[src/rtl/uart_fifo_ctl.sv]
module uart_fifo_ctl #(
  parameter int DEPTH = 16,
  parameter int LVL0  = 1,
  parameter int LVL1  = 4,
  parameter int LVL2  = 8,
  parameter int LVL3  = 14,
  localparam int CW   = $clog2(DEPTH + 1)
) (
  input  logic          clk,
  input  logic          rst_n,
  input  logic          wr_en,
  input  logic [7:0]    wr_data,
  input  logic [CW-1:0] rx_count,
  output logic          fifo_en,
  output logic          rx_clear,
  output logic          tx_clear,
  output logic [CW-1:0] rx_level,
  output logic          rx_trig
);

  logic [1:0] sel_q;
  logic       mode_flip;
  logic       unused_bits;

  assign unused_bits = ^wr_data[5:3];
  assign mode_flip   = wr_en && (wr_data[0] != fifo_en);

  always_ff @(posedge clk or negedge rst_n) begin
    if (!rst_n) begin
      fifo_en  <= 1'b0;
      sel_q    <= 2'b00;
      rx_clear <= 1'b0;
      tx_clear <= 1'b0;
    end else begin
      rx_clear <= (wr_en && wr_data[1]) || mode_flip;
      tx_clear <= (wr_en && wr_data[2]) || mode_flip;
      if (wr_en) begin
        fifo_en <= wr_data[0];
        sel_q   <= wr_data[7:6];
      end
    end
  end

  always_comb begin
    case (sel_q)
      2'b00:   rx_level = CW'(LVL0);
      2'b01:   rx_level = CW'(LVL1);
      2'b10:   rx_level = CW'(LVL2);
      default: rx_level = CW'(LVL3);
    endcase
  end

  assign rx_trig = fifo_en && (rx_count >= rx_level);

  AST_TXCLR_NEEDS_WRITE: assert property (@(posedge clk) disable iff (!rst_n)
    tx_clear |-> $past(wr_en));
  AST_RXCLR_NEEDS_WRITE: assert property (@(posedge clk) disable iff (!rst_n)
    rx_clear |-> $past(wr_en));
  AST_LEVEL_LEGAL: assert property (@(posedge clk) disable iff (!rst_n)
    rx_level == CW'(LVL0) || rx_level == CW'(LVL1) ||
    rx_level == CW'(LVL2) || rx_level == CW'(LVL3));
  AST_MODE_FLIP_CLEARS: assert property (@(posedge clk) disable iff (!rst_n)
    (fifo_en != $past(fifo_en)) |-> (rx_clear && tx_clear));
  AST_TRIG_GATED: assert property (@(posedge clk) disable iff (!rst_n)
    !fifo_en |-> !rx_trig);
  AST_IDLE_HOLDS: assert property (@(posedge clk) disable iff (!rst_n)
    !$past(wr_en) |-> ($stable(fifo_en) && $stable(rx_level) && !rx_clear && !tx_clear));

endmodule

[config.mk]
export PLATFORM = sky130hd
export DESIGN_NAME = uart_fifo_ctl
export DESIGN_NICKNAME = d
export VERILOG_FILES = /design/src/rtl/uart_fifo_ctl.sv
export SDC_FILE = /design/constraint.sdc
export NUM_CORES = 1
export LEC_CHECK = 0
export BUFFER_PORTS_ARGS = -buffer_cell sky130_fd_sc_hd__buf_2
export CAP_MARGIN = 20
export CORE_AREA = 5 5 42 44
export CTS_BUF_LIST = sky130_fd_sc_hd__clkbuf_8
export DETAILED_ROUTE_END_ITERATION = 6
export DIE_AREA = 0 0 47 49
export HOLD_SLACK_MARGIN = 0.1
export SYNTH_ARGS = -nofsm -noshare
export SYNTH_HDL_FRONTEND = slang
export SYNTH_SLANG_ARGS = --single-unit
export TNS_END_PERCENT = 5
[constraint.sdc]
create_clock -name clk -period 1.1 [get_ports clk]
set_input_delay 0.165 -clock clk [delete_from_list [all_inputs] [get_ports clk]]
set_output_delay 0.165 -clock clk [all_outputs]
set_load 0.005 [all_outputs]
Word level (Yosys, flattened, before mapping)
Cells that the tools add are included.
{ "classes": {"n_lt_le_gt_ge": 1, "muxes": 1, "eq_ne": 3, "reduce_logical": 7} }
{ "op_table": {"columns": ["op", "n"], "rows": [
  ["$pmux W4 S3", 1],
  ["$ge A5 B5 Y1", 1],
  ["$logic_and A1 B1 Y1", 4],
  ["$eq A2 B1 Y1 const B", 1],
  ["$eq A2 B2 Y1 const B", 1],
  ["$logic_not A2 Y1", 1],
  ["$logic_or A1 B1 Y1", 2],
  ["$ne A1 B1 Y1", 1]
]} }
{ "word_totals": {"register_bits": 5, "inputBits": 16} }

Longest topological paths before layout
{ "depth": {"ltp_word": 4, "ltp_mapped": 5, "depth_no_buf": 5} }

Worst setup path before layout
Ideal clock, no wire load.
{ "synth_path": {"kind": "flip-flop to output port", "start": "register sel_q[0]", "end": "output port rx_trig", "arrival_time_ns": 1.078, "path_stages_with_launch": 5, "t_required_ns": 0.935, "path_slack_ns": -0.143, "cell_sequence": "dfrtp_1 > nor2_1 > ha_1 > o2111ai_1 > a31oi_1"} }
{ "synth_between": {"elab_chain_cells": 4, "word_cells_on_any_way": 6, "cone_classes": "order compare: 1; eq/ne: 2; mux: 1; reduce/logical: 2"} }
{ "synth_lines": {"columns": ["element", "line_no", "text"], "rows": [
  ["start, declared", "21", "logic [1:0] sel_q;"],
  ["start signal, assigned", "39", "sel_q <= wr_data[7:6];"],
  ["$eq A2 B2 Y1 (tied with other cells)", "45", "case (sel_q)"],
  ["$pmux W4 S3 (*)", "45", null],
  ["named net rx_level[0]", "17", "output logic [CW-1:0] rx_level,"],
  ["$ge A5 B5 Y1 (*)", "53", "assign rx_trig = fifo_en && (rx_count >= rx_level);"],
  ["$logic_and A1 B1 Y1 (*)", "53", null],
  ["end, declared", "18", "output logic rx_trig"]
]} }
Mark *: on every way through the listed nets, which the timed path passes. The rest lies on a longest branch.

Worst setup path after layout
{ "layout_path": {"start": "register sel_q[1]", "end": "output port rx_trig"} }
{ "layout_between": {"elab_chain_cells": 4, "word_cells_on_any_way": 6, "cone_classes": "order compare: 1; eq/ne: 2; mux: 1; reduce/logical: 2"} }
{ "layout_lines": {"columns": ["element", "line_no"], "rows": [
  ["$eq A2 B2 Y1 (tied with other cells)", "45"],
  ["$pmux W4 S3 (*)", "45"],
  ["$ge A5 B5 Y1 (*)", "53"],
  ["$logic_and A1 B1 Y1 (*)", "53"]
]} }
Every way passes the cells marked *; elsewhere a longest branch is shown, timed or not.

==> flow_metrics.py <==
metrics = {
    "layout": {
        "fillers": 158,
        "antenna_cells": 0,
        "synthToLayoutAreaGrowth_pct": 73.4,
        "design_area_um2": 523,
        "post_route_cells_drive_above_1_share_pct": 55.0,
        "final_nets": 81,
        "final-instance-count-excl-fill": 76,
    },
    "synth": {
        "yosysUniqueCellTypes": 15,
        "synthesis.area_um2": 302,
        "syn_inst": 34,
        "mappedNetlistNets": 54,
        "ys_ff_latch": 5,
        "post_synth.cell_area_avg_um2": 8.87,
        "synth.yosys.seq_area_share_pct": 41.5,
        "yosys_warnings": 0,
    },
    "power_and_ir_drop": {
        "combPwrFrac_pct": 23.5,
        "switchingPower_w": 0.000178,
        "p_per_area_nw_per_um2": 1370,
        "clockPowerShare_pct": 46.5,
        "power.internal_w": 0.000537,
        "swShare_pct": 24.9,
        "seq_power_share_pct": 30.0,
        "vdd_drop_max_v": 0.000538,
        "leakage_power_nw": 0.285,
    },
    "timing": {
        "timing.final.hold_violations": 0,
        "finalWorstSetupSlack_ns": -0.496,
        "hold-worst-slack_ns": 0.160,
        "timing.fmax_mhz": 627,
        "report.final.slew_viol_count": 0,
        "finClkSkew_ns": 0.0000978,
        "rsz_0062_raised_after_global_routing": "true",
        "fin_crit_ns": 1.60,
        "final_min_period_over_clock_period_pct": 145,
        "finalSetupViolCount": 3,
    },
    "status": {
        "failed_checks": "setup timing",
        "run_status": "complete, but fails checks",
    },
    "clock_network": {
        "cts-htree-levels": 1,
        "source_to_sink_clock_delay_at_the_later_pin_of_the_worst_skew_pair_ns": 0.22,
        "cts.sinks": 5,
        "clkSlewWorstSetupHoldPaths_ns": 0.04,
        "clock_tree.root_cell": "sky130_fd_sc_hd__clkbuf_8",
        "cts_inserted_buffers": 3,
        "cts_tree": "built",
        "cts_max_path_buffers": 2,
    },
    "grt": {
        "grt-ovfl-total": 0,
        "antenna_violations_before_repair": 0,
        "first_global_vias": 325,
        "gr-usage-all-layers_pct": 8.27,
        "maximum_number_of_pins_on_one_net_before_global_route_repair": 9,
        "grt_pass1_wl_mm": 1.38,
    },
    "hold_path": {
        "timing.hold.worst.class": "primary input to flop",
    },
    "floorplanning": {
        "die-width_um": 47,
        "die_h_um": 49,
        "die-area_um2": 2300,
        "rows": 14,
        "top_level_ports": 25,
        "start_util_pct": 21.5,
        "fp.coreArea_um2": 1400,
    },
    "place": {
        "dpl.cell_count": 69,
        "portBuffers": 20,
        "dp.final_hpwl_um": 640,
        "gp_routability_congestion": 0.622,
        "post_dp_cell_area_um2": 442,
    },
    "drt": {
        "dr_total_vias": 314,
        "drtPass1Iterations": 4,
        "routed_wire_length_per_instance_um": 10.9,
        "ant_nets": 0,
        "detail_route.wirelength_um": 831,
        "drc_violations": 0,
        "drtIter0Drc": 7,
        "via_per_inst": 4.13,
    },
    "critical_path": {
        "cell_chain_of_the_critical_path": "nor2_2 -> ha_1 -> o2111ai_1 -> a31oi_1 -> buf_2",
        "timing.critical_path.required_ns": 0.94,
        "timing.critical_path.from_type": "flop",
        "critPathKind": "flop to output pin",
        "slowest_delay_ns": 0.42,
        "critical_path_arrival_ns": 1.43,
        "sort_of_element_at_the_end_of_the_critical_path": "output pin",
        "slowest_stage": "sky130_fd_sc_hd__dfrtp_2",
        "highest_fanout_seen_on_the_critical_path": 4,
    },
    "run": {
        "max_cap_violations": 0,
    },
}
## cells by family (layout without fill, tap and decap cells)
group	count (synthesis)	after routing	share of synthesized area (%)
other cells	1	1	1.24
xor+xnor	1	1	2.91
flops	5	5	41.5
buf+inv	9	35	12.4
simple gates	6	6	7.88
fa+ha+maj	4	4	16.6
compound gates	8	8	17.4
## final timing paths
| path | startpoint | endpoint | slack [ns] | cells past startpoint |
|---|---|---|---|---|
| setup / recovery | sel_q[1]$_DFFE_PN0P_ | rx_trig | -0.50 | 5 |
| hold / removal | wr_data[6] | sel_q[0]$_DFFE_PN0P_ | 0.16 | 3 |
| setup reg to reg | fifo_en$_DFFE_PN0P_ | rx_clear$_DFF_PN0_ | 0.24 | 2 |
| hold reg to reg | fifo_en$_DFFE_PN0P_ | fifo_en$_DFFE_PN0P_ | 0.61 | 2 |
| max in group asynchronous | rst_n | sel_q[1]$_DFFE_PN0P_ | 0.66 | 2 |
| min in group asynchronous | rst_n | rx_clear$_DFF_PN0_ | 0.30 | 2 |
## layer usage
metal	vias up	wire length [um]	global-route usage, %
met5	-	0	0
met4	0	10	6.91
met3	2	89	2.21
met2	18	427	12.9
met1	133	303	8.69
li1	161	-	-
## cell type report
type                            instances  area, um^2  share of cell area [%]
Clock buffer                            3        41.3                    7.89
Clock inverter                          1        3.75                   0.718
Tap cell                               16        20.0                    3.83
Multi-Input combinational cell         20         159                    30.4
Timing Repair Buffer                   25         150                    28.7
Inverter                                6        22.5                    4.31
Sequential cell                         5         126                    24.2
## sequential cells by signal, summed over array words and instances (netlist names)
register and cells:
rx_clear 1, sel_q 2, tx_clear 1, fifo_en 1
## worst max-delay path, delay by kind of cell, from the launching register on
kind / cells / cell delay [ns]
DFF: 1 / 0.42
AOI/OAI and AO/OA: 2 / 0.28
adders and majority gates: 1 / 0.24
and+or+nand+nor: 1 / 0.14
buffers and inverters: 1 / 0.14
## power groups by stage
stage | Combinational, W | Sequential (W) | Clock, W
floorplan | 0.0000731 | 0.000215 | 0
global placement | 0.000145 | 0.000214 | 0
detailed placement | 0.000145 | 0.000215 | 0
CTS | 0.000164 | 0.000213 | 0.000338
global route | 0.000189 | 0.000218 | 0.000348
finish | 0.000168 | 0.000214 | 0.000333
## layout by cell type, fill, tap and decap left out
cell type	count
sky130_fd_sc_hd__inv_2	2
sky130_fd_sc_hd__dlygate4sd3_1	1
sky130_fd_sc_hd__dfrtp_2	1
sky130_fd_sc_hd__a211oi_2	1
sky130_fd_sc_hd__buf_4	3
sky130_fd_sc_hd__nor2_2	1
sky130_fd_sc_hd__o21ai_0	3
sky130_fd_sc_hd__inv_1	5
sky130_fd_sc_hd__conb_1	1
sky130_fd_sc_hd__dfrtp_1	4
sky130_fd_sc_hd__a31oi_1	1
sky130_fd_sc_hd__xor2_1	1
sky130_fd_sc_hd__o2111ai_1	1
sky130_fd_sc_hd__ha_1	3
sky130_fd_sc_hd__nand2_1	4
sky130_fd_sc_hd__o21a_1	2
sky130_fd_sc_hd__ha_4	1
sky130_fd_sc_hd__buf_2	19
sky130_fd_sc_hd__clkbuf_8	3
sky130_fd_sc_hd__buf_6	2
sky130_fd_sc_hd__nand3_1	1
## synthesized netlist by cell type, drive strengths merged
master,count,area (um^2)
inv,6,22.5
dfrtp,5,125
ha,4,50.1
nand2,4,15.0
o21ai,3,15.0
clkbuf,2,7.51
o21a,2,15.0
a211oi,1,7.51
a31oi,1,6.26
buf,1,7.51
conb,1,3.75
nand3,1,5.00
nor2,1,3.75
o2111ai,1,8.76
xor2,1,8.76
## metrics by stage
step                      total power, W  setup TNS (ns)  utilization, %  worst slack [ns]
after CTS                       0.000716          -0.631            36.7            -0.474
after detailed placement        0.000360          -0.240            31.5            -0.240
after global routing            0.000756          -0.942            37.3            -0.573
final                           0.000715          -0.750            37.3            -0.496
after floorplan                 0.000288         -0.0949               -           -0.0949
after global placement          0.000359          -0.225            31.5            -0.225
## what timing repair did
item | 4_1_cts | 5_1_grt
resized for setup | 4 | 2
hold buffers | 1 | 0
setup buffers | 1 | 1
endpoints found under the hold margin | 5 | 0
setup endpoints to repair | 3 | 3
pin swaps | 2 | 1
Note: power is estimated with default switching activity, not from simulation.
